<file path="config.mk">
export PLATFORM = sky130hd
export DESIGN_NAME = pla_fault_top
export DESIGN_NICKNAME = d
export VERILOG_FILES = /design/src/rtl/pla_pkg.sv /design/src/rtl/pla_cfg_regs.sv /design/src/rtl/pla_and_plane.sv /design/src/rtl/pla_prod_fault.sv /design/src/rtl/pla_or_plane.sv /design/src/rtl/pla_fault_top.sv
export SDC_FILE = /design/constraint.sdc
export NUM_CORES = 1
export LEC_CHECK = 0
export ABC_AREA = 1
export BUFFER_PORTS_ARGS = -buffer_cell sky130_fd_sc_hd__clkbuf_2
export CORE_UTILIZATION = 30
export CTS_CLUSTER_DIAMETER = 120
export DETAILED_ROUTE_END_ITERATION = 8
export PLACE_DENSITY = 0.49
export SLEW_MARGIN = 20
export SYNTH_ARGS = -nofsm -noshare
export SYNTH_HDL_FRONTEND = slang
export SYNTH_SLANG_ARGS = --single-unit
</file>
<file path="constraint.sdc">
create_clock -name clk -period 2.3 [get_ports clk]
set_input_delay 0.345 -clock clk [delete_from_list [all_inputs] [get_ports clk]]
set_output_delay 0.345 -clock clk [all_outputs]
set_load 0.05 [all_outputs]
</file>
<file path="src/rtl/pla_pkg.sv">
// Shared definitions for the fault-injecting logic array.
// Assumes the stuck register order below matches the address map in BRIEF R4.
package pla_pkg;
    typedef enum logic {
        BR_WIRED_AND = 1'b0,
        BR_WIRED_OR  = 1'b1
    } br_mode_e;

    // Offsets of the stuck-at registers within their block.
    localparam int ST_IN_EN   = 0;
    localparam int ST_IN_VAL  = 1;
    localparam int ST_INV_EN  = 2;
    localparam int ST_INV_VAL = 3;
    localparam int ST_PR_EN   = 4;
    localparam int ST_PR_VAL  = 5;
    localparam int ST_OUT_EN  = 6;
    localparam int ST_OUT_VAL = 7;
    localparam int ST_COUNT   = 8;
endpackage

</file>
<file path="src/rtl/pla_cfg_regs.sv">
// Configuration register file: programmed planes, fault planes, stuck masks and bridge.
// Assumes DW covers the widest row (2*N_IN, N_PROD, N_OUT, 2+2*PW) and that
// the map fits in 2**AW addresses. It outputs the effective (XORed) plane masks.
module pla_cfg_regs
    import pla_pkg::*;
#(
    parameter int N_IN   = 4,
    parameter int N_PROD = 6,
    parameter int N_OUT  = 3,
    parameter int DW     = 16,
    parameter int AW     = 5,
    localparam int LW    = 2 * N_IN,
    localparam int PW    = $clog2(N_PROD)
) (
    input  logic                           clk,
    input  logic                           rst_n,
    input  logic                           cfg_we,
    input  logic [AW-1:0]                  cfg_addr,
    input  logic [DW-1:0]                  cfg_wdata,
    output logic [N_PROD-1:0][LW-1:0]      and_eff,
    output logic [N_OUT-1:0][N_PROD-1:0]   or_eff,
    output logic [N_IN-1:0]                in_en,
    output logic [N_IN-1:0]                in_val,
    output logic [N_IN-1:0]                inv_en,
    output logic [N_IN-1:0]                inv_val,
    output logic [N_PROD-1:0]              pr_en,
    output logic [N_PROD-1:0]              pr_val,
    output logic [N_OUT-1:0]               out_en,
    output logic [N_OUT-1:0]               out_val,
    output logic                           br_en,
    output br_mode_e                       br_mode,
    output logic [PW-1:0]                  br_a,
    output logic [PW-1:0]                  br_b
);
    localparam int A_ANDP = 0;
    localparam int A_ANDF = N_PROD;
    localparam int A_ORP  = 2 * N_PROD;
    localparam int A_ORF  = 2 * N_PROD + N_OUT;
    localparam int A_ST   = 2 * N_PROD + 2 * N_OUT;
    localparam int A_BR   = A_ST + ST_COUNT;
    localparam int BRW    = 2 + 2 * PW;

    logic [N_PROD-1:0][LW-1:0]    and_prog, and_flt;
    logic [N_OUT-1:0][N_PROD-1:0] or_prog, or_flt;
    logic [BRW-1:0]               br_reg;

    function automatic logic hit(input logic [AW-1:0] a, input int target);
        return a == AW'(target);
    endfunction

    // Plane rows: programmed and fault masks, one address each.
    always_ff @(posedge clk) begin
        if (!rst_n) begin
            and_prog <= '0;
            and_flt  <= '0;
            or_prog  <= '0;
            or_flt   <= '0;
        end else if (cfg_we) begin
            for (int p = 0; p < N_PROD; p++) begin
                if (hit(cfg_addr, A_ANDP + p)) and_prog[p] <= cfg_wdata[LW-1:0];
                if (hit(cfg_addr, A_ANDF + p)) and_flt[p]  <= cfg_wdata[LW-1:0];
            end
            for (int o = 0; o < N_OUT; o++) begin
                if (hit(cfg_addr, A_ORP + o)) or_prog[o] <= cfg_wdata[N_PROD-1:0];
                if (hit(cfg_addr, A_ORF + o)) or_flt[o]  <= cfg_wdata[N_PROD-1:0];
            end
        end
    end

    // Stuck-at enable/value masks and the bridge selection.
    always_ff @(posedge clk) begin
        if (!rst_n) begin
            in_en   <= '0;
            in_val  <= '0;
            inv_en  <= '0;
            inv_val <= '0;
            pr_en   <= '0;
            pr_val  <= '0;
            out_en  <= '0;
            out_val <= '0;
            br_reg  <= '0;
        end else if (cfg_we) begin
            if (hit(cfg_addr, A_ST + ST_IN_EN))   in_en   <= cfg_wdata[N_IN-1:0];
            if (hit(cfg_addr, A_ST + ST_IN_VAL))  in_val  <= cfg_wdata[N_IN-1:0];
            if (hit(cfg_addr, A_ST + ST_INV_EN))  inv_en  <= cfg_wdata[N_IN-1:0];
            if (hit(cfg_addr, A_ST + ST_INV_VAL)) inv_val <= cfg_wdata[N_IN-1:0];
            if (hit(cfg_addr, A_ST + ST_PR_EN))   pr_en   <= cfg_wdata[N_PROD-1:0];
            if (hit(cfg_addr, A_ST + ST_PR_VAL))  pr_val  <= cfg_wdata[N_PROD-1:0];
            if (hit(cfg_addr, A_ST + ST_OUT_EN))  out_en  <= cfg_wdata[N_OUT-1:0];
            if (hit(cfg_addr, A_ST + ST_OUT_VAL)) out_val <= cfg_wdata[N_OUT-1:0];
            if (hit(cfg_addr, A_BR))              br_reg  <= cfg_wdata[BRW-1:0];
        end
    end

    // Effective planes: one fault bit toggles one crosspoint.
    always_comb begin
        and_eff = and_prog ^ and_flt;
        or_eff  = or_prog ^ or_flt;
    end

    assign br_en   = br_reg[0];
    assign br_mode = br_mode_e'(br_reg[1]);
    assign br_a    = br_reg[2 +: PW];
    assign br_b    = br_reg[2 + PW +: PW];
endmodule

</file>
<file path="src/rtl/pla_and_plane.sv">
// AND plane: applies input and inverter stuck-at faults, then forms each product
// as the AND of its selected literals. Row bit 2i is input i and bit 2i+1 its
// complement. An empty row yields 1.
module pla_and_plane #(
    parameter int N_IN   = 4,
    parameter int N_PROD = 6,
    localparam int LW    = 2 * N_IN
) (
    input  logic [N_IN-1:0]            pla_in,
    input  logic [N_IN-1:0]            in_en,
    input  logic [N_IN-1:0]            in_val,
    input  logic [N_IN-1:0]            inv_en,
    input  logic [N_IN-1:0]            inv_val,
    input  logic [N_PROD-1:0][LW-1:0]  and_eff,
    output logic [N_PROD-1:0]          prod_raw
);
    logic [N_IN-1:0] in_eff, inv_eff;
    logic [LW-1:0]   lit;

    // Input site override, then the inverter driven from the forced input.
    always_comb begin
        in_eff  = (pla_in & ~in_en) | (in_val & in_en);
        inv_eff = (~in_eff & ~inv_en) | (inv_val & inv_en);
    end

    for (genvar i = 0; i < N_IN; i++) begin : g_lit
        assign lit[2*i]   = in_eff[i];
        assign lit[2*i+1] = inv_eff[i];
    end

    // Unselected literals read as 1 so they do not affect the AND.
    for (genvar p = 0; p < N_PROD; p++) begin : g_term
        assign prod_raw[p] = &(lit | ~and_eff[p]);
    end
endmodule

</file>
<file path="src/rtl/pla_prod_fault.sv">
// Product-line fault stage: optional wired-AND/OR bridge of two lines, then
// product stuck-at overrides (stuck wins over the bridge). A bridge index of
// N_PROD or above disables the bridge.
module pla_prod_fault
    import pla_pkg::*;
#(
    parameter int N_PROD = 6,
    localparam int PW    = $clog2(N_PROD)
) (
    input  logic [N_PROD-1:0] prod_raw,
    input  logic              br_en,
    input  br_mode_e          br_mode,
    input  logic [PW-1:0]     br_a,
    input  logic [PW-1:0]     br_b,
    input  logic [N_PROD-1:0] pr_en,
    input  logic [N_PROD-1:0] pr_val,
    output logic [N_PROD-1:0] prod_fin
);
    logic [N_PROD-1:0] bridged;
    logic              br_ok, wired;

    // Short the two chosen lines onto a shared wired value.
    always_comb begin
        bridged = prod_raw;
        br_ok   = br_en && (int'(br_a) < N_PROD) && (int'(br_b) < N_PROD);
        wired   = 1'b0;
        if (br_ok) begin
            wired = (br_mode == BR_WIRED_OR) ? (prod_raw[br_a] | prod_raw[br_b])
                                             : (prod_raw[br_a] & prod_raw[br_b]);
            bridged[br_a] = wired;
            bridged[br_b] = wired;
        end
    end

    // Stuck-at override on each product line.
    assign prod_fin = (bridged & ~pr_en) | (pr_val & pr_en);
endmodule

</file>
<file path="src/rtl/pla_or_plane.sv">
// OR plane: each output is the OR of its selected product lines, then output
// stuck-at overrides are applied.
module pla_or_plane #(
    parameter int N_PROD = 6,
    parameter int N_OUT  = 3
) (
    input  logic [N_PROD-1:0]             prod_fin,
    input  logic [N_OUT-1:0][N_PROD-1:0]  or_eff,
    input  logic [N_OUT-1:0]              out_en,
    input  logic [N_OUT-1:0]              out_val,
    output logic [N_OUT-1:0]              pla_out
);
    logic [N_OUT-1:0] sum;

    for (genvar o = 0; o < N_OUT; o++) begin : g_sum
        assign sum[o] = |(prod_fin & or_eff[o]);
    end

    // Output site override.
    assign pla_out = (sum & ~out_en) | (out_val & out_en);
endmodule

</file>
<file path="src/rtl/pla_fault_top.sv">
// Top level: configuration registers plus a combinational
// AND plane -> product fault stage -> OR plane data path.
// Assumes a synchronous active-low reset. Writes take effect at the next edge.
module pla_fault_top
    import pla_pkg::*;
#(
    parameter int N_IN   = 4,
    parameter int N_PROD = 6,
    parameter int N_OUT  = 3,
    parameter int DW     = 16,
    parameter int AW     = 5
) (
    input  logic              clk,
    input  logic              rst_n,
    input  logic              cfg_we,
    input  logic [AW-1:0]     cfg_addr,
    input  logic [DW-1:0]     cfg_wdata,
    input  logic [N_IN-1:0]   pla_in,
    output logic [N_OUT-1:0]  pla_out,
    output logic [N_PROD-1:0] prod_out
);
    localparam int LW = 2 * N_IN;
    localparam int PW = $clog2(N_PROD);

    logic [N_PROD-1:0][LW-1:0]    and_eff;
    logic [N_OUT-1:0][N_PROD-1:0] or_eff;
    logic [N_IN-1:0]              in_en, in_val, inv_en, inv_val;
    logic [N_PROD-1:0]            pr_en, pr_val, prod_raw;
    logic [N_OUT-1:0]             out_en, out_val;
    logic                         br_en;
    br_mode_e                     br_mode;
    logic [PW-1:0]                br_a, br_b;

    pla_cfg_regs #(.N_IN(N_IN), .N_PROD(N_PROD), .N_OUT(N_OUT), .DW(DW), .AW(AW)) u_cfg (
        .clk(clk), .rst_n(rst_n), .cfg_we(cfg_we), .cfg_addr(cfg_addr), .cfg_wdata(cfg_wdata),
        .and_eff(and_eff), .or_eff(or_eff),
        .in_en(in_en), .in_val(in_val), .inv_en(inv_en), .inv_val(inv_val),
        .pr_en(pr_en), .pr_val(pr_val), .out_en(out_en), .out_val(out_val),
        .br_en(br_en), .br_mode(br_mode), .br_a(br_a), .br_b(br_b)
    );

    pla_and_plane #(.N_IN(N_IN), .N_PROD(N_PROD)) u_and (
        .pla_in(pla_in), .in_en(in_en), .in_val(in_val), .inv_en(inv_en), .inv_val(inv_val),
        .and_eff(and_eff), .prod_raw(prod_raw)
    );

    pla_prod_fault #(.N_PROD(N_PROD)) u_pfault (
        .prod_raw(prod_raw), .br_en(br_en), .br_mode(br_mode), .br_a(br_a), .br_b(br_b),
        .pr_en(pr_en), .pr_val(pr_val), .prod_fin(prod_out)
    );

    pla_or_plane #(.N_PROD(N_PROD), .N_OUT(N_OUT)) u_or (
        .prod_fin(prod_out), .or_eff(or_eff), .out_en(out_en), .out_val(out_val),
        .pla_out(pla_out)
    );
endmodule

</file>
* Word-level counts from Yosys, hierarchy flattened
Cells that the tools add are included.
** Storage, ports and cells
- Flip-flop bits (word level) :: 174
- Output and inout port bits :: 9
- Memory bits (read-only) :: 0
- Word-level logic and storage cells :: 148
- Memories kept :: 0
- Latch bits :: 0
- Memory bits (writable) :: 0
** Operators by class
- Muxes and demuxes :: 12
- Bitwise logic cells :: 36
- $lt $le $gt $ge :: 6
- Equality and inequality tests :: 26
- Shift operators :: 0
- Multiply operators :: 0
- $add $sub $neg :: 0
- Divide/modulo/power cells :: 0
- Reductions and logical operators :: 41
** Operator list (number)
- $eq A5 B5 Y1 const B :: 11
- $reduce_and A2 Y1 :: 27
- $not A8 Y8 :: 6
- $or A8 B8 Y8 :: 6
- $reduce_and A8 Y1 :: 6
- $xor A48 B48 Y48 :: 1
- $eq A5 B4 Y1 const B :: 8
- $and A6 B6 Y6 :: 5
- $eq A5 B3 Y1 const B :: 4
- $reduce_or A6 Y1 :: 3
- $xor A18 B18 Y18 :: 1
- $and A4 B4 Y4 :: 4
- $bwmux W6 :: 2
- $not A4 Y4 :: 3
- $eq A5 B2 Y1 const B :: 2
- $lt A3 B4 Y1 const B :: 2
- $or A4 B4 Y4 :: 2
- $and A3 B3 Y3 :: 2
- $bmux W1 S3 :: 2
- $demux W1 S3 :: 2
- $ge A3 B1 Y1 const B :: 2
- $lt A3 B3 Y1 const B :: 2
- $mux W6 :: 1
- $not A6 Y6 :: 1
- 9 further kinds :: 16

* Depth between registers and ports, before layout
Gate-level depths: netlist of the first run.
- Depth after elaboration :: 21
- Depth in mapped cells :: 20
- Mapped depth without buffers :: 20

* Hierarchy
A second synthesis of the first run with hierarchy kept.
** Unflattened totals
- Cell total of the unflattened synthesis :: 1541
- Area, all modules :: 9362.7 um^2
** By module, submodules not included
- pla_cfg_regs :: cells each 1291, area each 8242.9 um^2, times used 1, sequential area each 3483.3 um^2
- pla_and_plane :: cells each 107, area each 539.3 um^2, times used 1, sequential area each 0.0 um^2
- pla_prod_fault :: cells each 101, area each 419.2 um^2, times used 1, sequential area each 0.0 um^2
- pla_or_plane :: cells each 42, area each 161.4 um^2, times used 1, sequential area each 0.0 um^2

* Least setup slack after synthesis of the first run
Ideal clock, no wire load.
- Kind :: register to output
- Start point :: reg u_cfg.in_en[3]
- End point :: out pla_out[0]
- Cell stages (with the launch flop) :: 21
- Arrival :: 2242 ps
- Buffers on the path :: 0
- Setup slack :: -287 ps
- Data required time :: 1955 ps
- Path through :: dfxtp_1 inv_1 nand2_2 and2_4 o21ai_1 nand2_1 nor2_2 nand3_1 nand2_1 nor2_1 nand2_1 nand2_1 nand2_1 nand2_2 nand2_1 nand2_1 nand2_2 nand2_1 nand2_1 nor2_1 a21oi_2
** Between the ends
- Cells in the longest elaborated chain, start to end :: 21
- Elaborated cells on any way between the ends :: 35
- Classes of those cells :: mux: 8; bitwise: 20; reduce/logical: 7
** Ends and longest elaborated chain
- start, declared :: line pla_cfg_regs.sv:22 : output logic [N_IN-1:0] in_en,
- start signal, assigned :: line pla_cfg_regs.sv:83 : if (hit(cfg_addr, A_ST + ST_IN_EN)) in_en <= cfg_wdata[N_IN-1:0];
- $not A4 Y4 :: line pla_and_plane.sv:22 : in_eff = (pla_in & ~in_en) | (in_val & in_en);
- $and A4 B4 Y4 :: line pla_and_plane.sv:22
- $or A4 B4 Y4 (*) :: line pla_and_plane.sv:22
- $not A4 Y4 :: line pla_and_plane.sv:23 : inv_eff = (~in_eff & ~inv_en) | (inv_val & inv_en);
- $and A4 B4 Y4 :: line pla_and_plane.sv:23
- $or A4 B4 Y4 :: line pla_and_plane.sv:23
- $or A8 B8 Y8 :: line pla_and_plane.sv:33 : assign prod_raw[p] = &(lit | ~and_eff[p]);
- $reduce_and A8 Y1 :: line pla_and_plane.sv:33
- (+6 left out)
- $mux W6 (*) :: line pla_prod_fault.sv:27 : if (br_ok) begin
- $and A6 B6 Y6 (*) :: line pla_prod_fault.sv:36 : assign prod_fin = (bridged & ~pr_en) | (pr_val & pr_en);
- $or A6 B6 Y6 (*) :: line pla_prod_fault.sv:36
- net prod_out[1] :: line pla_fault_top.sv:20 : output logic [N_PROD-1:0] prod_out
- $and A6 B6 Y6 (*) :: line pla_or_plane.sv:16 : assign sum[o] = |(prod_fin & or_eff[o]);
- $reduce_or A6 Y1 (*) :: line pla_or_plane.sv:16
- $and A3 B3 Y3 (*) :: line pla_or_plane.sv:20 : assign pla_out = (sum & ~out_en) | (out_val & out_en);
- $or A3 B3 Y3 (*) :: line pla_or_plane.sv:20
- end, declared :: line pla_fault_top.sv:19 : output logic [N_OUT-1:0] pla_out,
Mark *: on every way through the listed nets, which the timed path passes. The rest lies on a longest branch. The select of a mux whose other input is x is not followed.

* Worst setup path in the final report of the first run
- Start point :: reg u_cfg.in_en[1]
- End point :: out pla_out[0]
** Between the ends
- Cells in the longest elaborated chain, start to end :: 21
- Elaborated cells on any way between the ends :: 35
- Classes of those cells :: mux: 8; bitwise: 20; reduce/logical: 7
** Ends and longest elaborated chain
- $not A4 Y4 :: line pla_and_plane.sv:22
- $and A4 B4 Y4 :: line pla_and_plane.sv:22
- $or A4 B4 Y4 (*) :: line pla_and_plane.sv:22
- $not A4 Y4 :: line pla_and_plane.sv:23
- $and A4 B4 Y4 :: line pla_and_plane.sv:23
- $or A4 B4 Y4 :: line pla_and_plane.sv:23
- $or A8 B8 Y8 :: line pla_and_plane.sv:33
- $reduce_and A8 Y1 :: line pla_and_plane.sv:33
- (+5 left out)
- $bwmux W6 :: line pla_prod_fault.sv:31 : bridged[br_b] = wired;
- $mux W6 (*) :: line pla_prod_fault.sv:27
- $and A6 B6 Y6 (*) :: line pla_prod_fault.sv:36
- $or A6 B6 Y6 (*) :: line pla_prod_fault.sv:36
- $and A6 B6 Y6 (*) :: line pla_or_plane.sv:16
- $reduce_or A6 Y1 (*) :: line pla_or_plane.sv:16
- $and A3 B3 Y3 (*) :: line pla_or_plane.sv:20
- $or A3 B3 Y3 (*) :: line pla_or_plane.sv:20
Mark *: on every way between the ends. The rest lies on a longest branch, timed or not. The select of a mux whose other input is x is not followed.

==> results of run 1 <==
## cell families (layout without fill, tap and decap cells)
logic type	Yosys count	in the layout
flops	174	174
simple gates	514	514
buf+inv	153	272
xor+xnor	42	42
compound gates	268	268
## critical path: cells and delay by family (launching register included)
kind / cells / cell delay, ns
AND/OR/NAND/NOR: 17 / 1.41
flip-flops: 1 / 0.33
AO/OA/AOI/OAI: 1 / 0.17
buffers and inverters: 4 / 0.38
## worst paths after layout
path / to
worst max-delay path: pla_out[0]
worst min-delay path: u_cfg.and_flt[20]
worst max register to register: u_cfg.br_reg[7]
worst min register to register: u_cfg.or_flt[11]
## metrics by stage
step	utilization	area [um2]
global placement	0.3588	9349
CTS	0.3892	10140
detailed placement	0.3588	9349
global route	0.3959	10320
floorplan	-	8029
finish	0.3959	10320
## power groups by stage
stage	logic [uW]	clock network, uW	registers (uW)
2_1_floorplan	366	0	3130
3_3_place_gp	650	0	3130
3_5_place_dp	651	0	3130
4_1_cts	680	3120	3060
5_1_grt	767	3250	3070
6_report	708	3070	3070
## cells in the final DEF (no fill, tap or decap), drive strengths merged
cell type  count
o21ai        128
nand3        108
clkinvlp       3
nand4          1
dfxtp        174
nor3          15
and2           5
clkinv         4
bufinv         3
o221ai         1
clkbuf        37
a21oi        139
nor2         153
buf          123
inv          102
xor2          42
nand2        232
## per-layer routing
metal | vias up | part of all wire
met5 | - | 0
met4 | 0 | 0.019
met3 | 29 | 0.040
met2 | 119 | 0.45
met1 | 3564 | 0.49
li1 | 3940 | -
## area by class of cell
class	count	area, um2
sequential	174	3491
fill	2688	15740
tap	335	419.2
inverter	98	367.9
multi-input combinational	824	4254
clock inverter	14	180.2
clock buffer	18	429.2
timing repair buffer	142	1175
## repair_timing
item,CTS,global route
pin swaps,21,27
gates resized for setup,49,41
setup endpoints to repair,9,9
setup buffers,1,5
==> impl_summary.log, run 1 <==
[metrics] Leak: between 0.004 and 0.005 uW
[metrics] largest vdd supply drop: 0.5139 mV
[metrics] die extent in y: around 160 um
[metrics] fraction of met1 tracks used by global routing: 0.2736
[metrics] Post-synth top flop: dfxtp_1
[metrics] sink count of the clock tree: roughly 170
[metrics] fin. max-slew vios: 0
[metrics] share of synthesized flip-flops with an asynchronous set or reset: 0
[metrics] Post-Syn Instances: 1151
[metrics] Switch Pwr: 1810 uW
[metrics] Hold Vio Cnt, Final: 0
[metrics] via total after detailed routing: between 7000 and 8000
[metrics] worst-path maximum fanout: 6
[metrics] Post-Synthesis Mean Instance Area: a little under 7 um2
[metrics] met3 demand-to-capacity share in global routing: 0.02813
[metrics] Worst setup SP type: flop
[metrics] standard-cell rows: between 50 and 60
[metrics] type of the setup path with the least slack: reg2out
[metrics] Final Cycle Share: 1.335
[metrics] RSZ-0062 raised after global routing: yes
[metrics] max cap viols: 0
[metrics] I/O pins: 37
[metrics] hold buffer count at cts: 0
[metrics] number of flops mapped to enable cells by yosys: 0
[metrics] Diodes inserted: 0
[metrics] DP Wirelength: between 15 and 20 mm
[metrics] Min-Delay Path Class: in2reg
[metrics] largest family of logic cells by synthesized area: simple AND/OR/NAND/NOR gates
[metrics] Pwr Density: roughly 660 nW/um2
[metrics] top flop regs: u_cfg.and_flt x48, u_cfg.and_prog x48
[metrics] non-filler cells, final: 1605
[metrics] slack of the critical path: -0.7698 ns
[metrics] post-synthesis register bit count: roughly 170
[metrics] wire length of the first global-routing pass: 40.05 mm
[metrics] residual antenna-violating net count after detailed routing: 0
[metrics] area fraction in compound gates after synthesis: 0.1708
[metrics] Setup Viol. Count Final: 9
[metrics] proportion of layout cells with a drive suffix above 1: 0.2134
[metrics] mux share of post-synthesis cell area: 0
[metrics] gpl congestion: ~0.86
[metrics] worst slack, placed: -0.6379 ns
[metrics] DR iter-0 viols: about 530
[metrics] Worst Hold Launch: rst_n
[metrics] count of different cell masters after synthesis: 24
[metrics] count of H-tree levels built during CTS: 4
[metrics] CTS Root Buffer Type: clkbuf_16
[metrics] gr ovfl total: 0
[metrics] Tmin final: 3.070 ns
[metrics] critical path's largest stage delay: 0.33 ns
[metrics] number of cells on the worst reg-to-reg path: 3
[metrics] run status: complete, but fails checks
[metrics] relative slew slack: 0.4271
[metrics] slew at the pin closest to its max-slew limit: 0.8594 ns
[metrics] number of remaining DRC errors: 0
[metrics] average wire length per cell after detail routing: roughly 16 um
[metrics] post-synthesis adder-cell area fraction: 0
[metrics] critical path data arrival time: between 2 and 3 ns
[metrics] fraction of post-synthesis cell area in the top cell type by area: 0.4375
[metrics] Int Pwr: around 5000 uW
[metrics] worst skew pair latency: between 0.4 and 0.5 ns
[metrics] share of power burned in combinational logic: 0.103
[metrics] synth warn: 0
[metrics] register-to-register setup slack: ~1.5 ns
[metrics] start point of the critical path: u_cfg.in_en[1]
[metrics] most area-hungry cell type in the Yosys netlist: dfxtp_1
[metrics] clock network fraction of total power: 0.449
[metrics] achievable clock frequency: between 300 and 400 MHz
[metrics] number of I/O port buffers: 28
[metrics] area delta synth->final: 29.56%
[metrics] area of the core region: ~26000 um2
[metrics] placed insts: 1567
[metrics] ratio of routed vias to standard cells: ~4.8
[metrics] top post-synthesis cells by area: dfxtp_1, nand2_1, a21oi_1
[metrics] most frequently used cell type in the post-synthesis netlist: nand2_1
[metrics] clock-pin transition on the worst setup and hold timing paths: about 0.070 ns
[metrics] die span in x: roughly 160 um
[metrics] Most common cell on crit path: nand2_2
[metrics] number of buffers on the longest clock path: 2
[metrics] CTS tree: built
[metrics] number of antenna violations at the first check in global routing: 1
[metrics] maximum number of pins on one net before global-route repair: 65
[metrics] CTS buffer count: 17
[metrics] beginning of the worst register-to-register path: u_cfg.br_reg[7]
[metrics] Total Nets Final: 1285
[metrics] fraction of power spent switching nets: 0.2644
[metrics] GR Layer Usage met2: 0.3088
[metrics] setup_tns: -5.484 ns
[metrics] top cell types by occurrence after synthesis: nand2_1, dfxtp_1, nor2_1
[metrics] XOR/XNOR share of the synthesized area: 0.04620
[metrics] sequential cell fraction of total power: 0.448
[metrics] share of the yosys chip area belonging to registers: 0.4375
[metrics] CP required: about 2.0 ns
[metrics] skew final: 0 ns
[metrics] Starting Density: 0.3056
[metrics] failing checks: setup timing
[metrics] cell area after synthesis: roughly 8000 um2
[metrics] cell-by-cell listing of the critical path: inv_2 -> nand2_2 -> and2_4 -> buf_12 -> nand2_2 -> nand2_2 -> nor2_4 -> nand3_2 -> nand2_1 -> inv_2 -> nand2_1 -> nand2_1 -> nand2_2 -> nand2_4 -> nand2_2 -> nand2_2 -> nand2_4 -> nand2_1 -> nand2_1 -> nor2_2 -> a21oi_4 -> buf_12
[metrics] total power: 6846 uW
[metrics] Most Used Layer, Global Route: met2
[metrics] aggregate routed wire length: 25.70 mm
[metrics] die area: between 20000 and 30000 um2
[metrics] number of global-route vias before repair: around 7100
[metrics] worst hold path depth: 3
[metrics] basic-gate share of the synthesized area counting and, or, nand and nor cells: 0.2733
[metrics] hold_ws: between 0.3 and 0.4 ns
[metrics] Total GRT Usage: 0.1953
[metrics] net count of the mapped netlist: 1179
[metrics] nature of the critical path endpoint: primary output
[metrics] master of the slowest instance on the critical path: dfxtp_2
[metrics] count of TritonRoute iterations in the first routing pass: 5
Note: power is estimated with default switching activity, not from simulation.
==> inputs of run 2 (changes only) <==
--- a/config.mk
+++ b/config.mk
@@ -11,6 +11,7 @@
 export CTS_CLUSTER_DIAMETER = 120
 export DETAILED_ROUTE_END_ITERATION = 8
 export PLACE_DENSITY = 0.49
+export RECOVER_POWER = 50
 export SLEW_MARGIN = 20
 export SYNTH_ARGS = -nofsm -noshare
 export SYNTH_HDL_FRONTEND = slang
==> impl_summary.log, run 2 (synthesis gave the netlist of run 1 again) <==
[metrics] I/O pins: 37 (unchanged)
[metrics] Worst setup SP type: flop (unchanged)
[metrics] DR iter-0 viols: 531 (was 529)
[metrics] RSZ-0062 raised after global routing: yes (unchanged)
[metrics] Pwr Density: 665.2 nW/um2 (was 663.6 nW/um2)
[metrics] die area: 27200 um2 (unchanged)
[metrics] CTS Root Buffer Type: clkbuf_16 (unchanged)
[metrics] Worst Hold Launch: rst_n (unchanged)
[metrics] number of remaining DRC errors: 0 (unchanged)
[metrics] via total after detailed routing: 7650 (was 7652)
[metrics] die extent in y: 164.9 um (unchanged)
[metrics] maximum number of pins on one net before global-route repair: 65 (unchanged)
[metrics] count of TritonRoute iterations in the first routing pass: 4 (was 5)
[metrics] Most common cell on crit path: nand2_2 (unchanged)
[metrics] Final Cycle Share: 1.334 (was 1.335)
[metrics] Starting Density: 0.3056 (unchanged)
[metrics] hold_ws: 0.3960 ns (was 0.3927 ns)
[metrics] die span in x: 164.9 um (unchanged)
[metrics] Int Pwr: 5033 uW (was 5036 uW)
[metrics] critical path's largest stage delay: 0.33 ns (about the same)
[metrics] failing checks: setup timing (unchanged)
[metrics] final design area excluding fillers: 10290 um2 (was 10320 um2)
[metrics] slack of the critical path: -0.7678 ns (was -0.7698 ns)
[metrics] slew at the pin closest to its max-slew limit: 0.9378 ns (was 0.8594 ns)
[metrics] CP required: 1.96 ns (about the same)
[metrics] critical path data arrival time: 2.72 ns (about the same)
[metrics] DP Wirelength: 17.45 mm (unchanged)
[metrics] skew final: 0 ns (unchanged)
[metrics] relative slew slack: 0.3748 (was 0.4271)
[metrics] ratio of routed vias to standard cells: 4.763 (was 4.768)
[metrics] most common library cell in the layout ignoring fill and taps: nand2_1 (unchanged)
[metrics] total cell area at the placement stage: 9349 um2 (unchanged)
[metrics] number of buffers on the longest clock path: 2 (unchanged)
[metrics] share of power burned in combinational logic: 0.103 (about the same)
[metrics] standard-cell rows: 59 (unchanged)
[metrics] clock network fraction of total power: 0.449 (about the same)
[metrics] aggregate routed wire length: 25.68 mm (was 25.70 mm)
[metrics] Min-Delay Path Class: in2reg (unchanged)
[metrics] Total Nets Final: 1285 (unchanged)
[metrics] Setup Viol. Count Final: 9 (unchanged)
[metrics] Tmin final: 3.068 ns (was 3.070 ns)
[metrics] sink count of the clock tree: 174 (unchanged)
[metrics] cell-by-cell listing of the critical path: inv_2 -> nand2_2 -> and2_4 -> buf_12 -> nand2_2 -> nand2_2 -> nor2_4 -> nand3_2 -> nand2_1 -> inv_2 -> nand2_1 -> nand2_1 -> nand2_2 -> nand2_4 -> nand2_2 -> nand2_2 -> nand2_4 -> nand2_1 -> nand2_1 -> nor2_2 -> a21oi_4 -> buf_12 (unchanged)
[metrics] achievable clock frequency: 326.0 MHz (was 325.8 MHz)
[metrics] sequential cell fraction of total power: 0.448 (about the same)
[metrics] proportion of layout cells with a drive suffix above 1: 0.2063 (was 0.2134)
[metrics] fin. max-slew vios: 0 (unchanged)
[metrics] area of the core region: 26060 um2 (unchanged)
[metrics] fraction of power spent switching nets: 0.2647 (was 0.2644)
[metrics] area delta synth->final: 29.23% (was 29.56%)
[metrics] worst-path maximum fanout: 6 (unchanged)
[metrics] nature of the critical path endpoint: primary output (unchanged)
[metrics] number of antenna violations at the first check in global routing: 1 (unchanged)
[metrics] start point of the critical path: u_cfg.in_en[1] (unchanged)
[metrics] Total GRT Usage: 0.1953 (unchanged)
[metrics] number of global-route vias before repair: 7050 (unchanged)
[metrics] CTS tree: built (unchanged)
[metrics] Leak: 0.004378 uW (was 0.004413 uW)
[metrics] wire length of the first global-routing pass: 40.05 mm (unchanged)
[metrics] residual antenna-violating net count after detailed routing: 0 (unchanged)
[metrics] max cap viols: 0 (unchanged)
[metrics] worst skew pair latency: 0.43 ns (about the same)
[metrics] number of I/O port buffers: 28 (unchanged)
[metrics] count of H-tree levels built during CTS: 4 (unchanged)
[metrics] gpl congestion: 0.8586 (unchanged)
[metrics] top flop regs: u_cfg.and_flt x48, u_cfg.and_prog x48 (unchanged)
[metrics] average wire length per cell after detail routing: 15.99 um (was 16.01 um)
[metrics] Switch Pwr: 1812 uW (was 1810 uW)
[metrics] master of the slowest instance on the critical path: dfxtp_2 (unchanged)
[metrics] leading cell types in the layout, fill and taps excluded: nand2_1, dfxtp_1, a21oi_1 (unchanged)
[metrics] beginning of the worst register-to-register path: u_cfg.br_reg[7] (unchanged)
[metrics] Hold Vio Cnt, Final: 0 (unchanged)
[metrics] type of the setup path with the least slack: reg2out (unchanged)
[metrics] run status: complete, but fails checks (unchanged)
[metrics] CTS buffer count: 17 (unchanged)
[metrics] largest vdd supply drop: 0.5094 mV (was 0.5139 mV)
[metrics] clock-pin transition on the worst setup and hold timing paths: 0.07 ns (about the same)
[metrics] gr ovfl total: 0 (unchanged)
[run 2: changes by cell type in the layout (fill, tap and decap cells not counted)]
| cell | previous run | this run |
|---|---|---|
| diode_2 | 0 | 1 |
| clkbuf_1 | 1 | 10 |
| buf_4 | 108 | 101 |
| clkbuf_2 | 19 | 17 |
[run 2: path summary, 6_finish.rpt]
kind	to	slack [ns]	cells past startpoint
max	pla_out[0]	-0.77	22
min	u_cfg.and_flt[20]	0.40	3
max reg2reg	u_cfg.br_reg[7]	1.45	3
min reg2reg	u_cfg.or_flt[11]	0.46	2
[run 2: worst max-delay path, delay by kind of cell (launching register included)]
family,cells,cell delay (ns)
AOI/OAI and AO/OA,1,0.17
buffers and inverters,4,0.38
DFF,1,0.33
and+or+nand+nor,17,1.41
[run 2: metal layers]
layer  global-route usage  share of wire
met1               0.2736           0.50
met5                    0              0
met3              0.02813          0.033
met2               0.3088           0.45
met4              0.05713          0.019
[run 2: power groups by stage]
stage | Clock [uW] | Combinational, uW | Sequential, uW
after floorplan | 0 | 366 | 3130
after global placement | 0 | 650 | 3130
after detailed placement | 0 | 651 | 3130
after CTS | 3120 | 680 | 3060
after global routing | 3250 | 764 | 3070
final | 3070 | 705 | 3070
[run 2: area by class of cell]
| class | count | area (um2) |
|---|---|---|
| Timing Repair Buffer | 142 | 1146 |
| Clock buffer | 18 | 429.2 |
| Multi-Input combinational cell | 824 | 4254 |
| Sequential cell | 174 | 3491 |
| Tap cell | 335 | 419.2 |
| Fill cell | 2694 | 15770 |
| Inverter | 98 | 367.9 |
| Clock inverter | 14 | 180.2 |
| Antenna cell | 1 | 2.502 |
[run 2: per-stage QoR]
step	power [uW]	setup slack [ns]	utilization	setup TNS, ns	std cells
after floorplan	3495	-0.07119	-	-0.2136	1151
after global placement	3784	-0.6456	0.3588	-3.433	1567
after detailed placement	3786	-0.6379	0.3588	-3.370	1567
after CTS	6869	-0.7307	0.3892	-4.848	1600
after global routing	7085	-0.9403	0.3948	-7.306	1605
final	6845	-0.7678	0.3949	-5.472	1606
[run 2: timing repair]
| item | CTS | global route |
|---|---|---|
| pin swaps | 21 | 27 |
| gates resized for setup | 49 | 41 |
| setup endpoints to repair | 9 | 9 |
| hold buffers | 0 | 0 |
| buffers inserted | 1 | 5 |
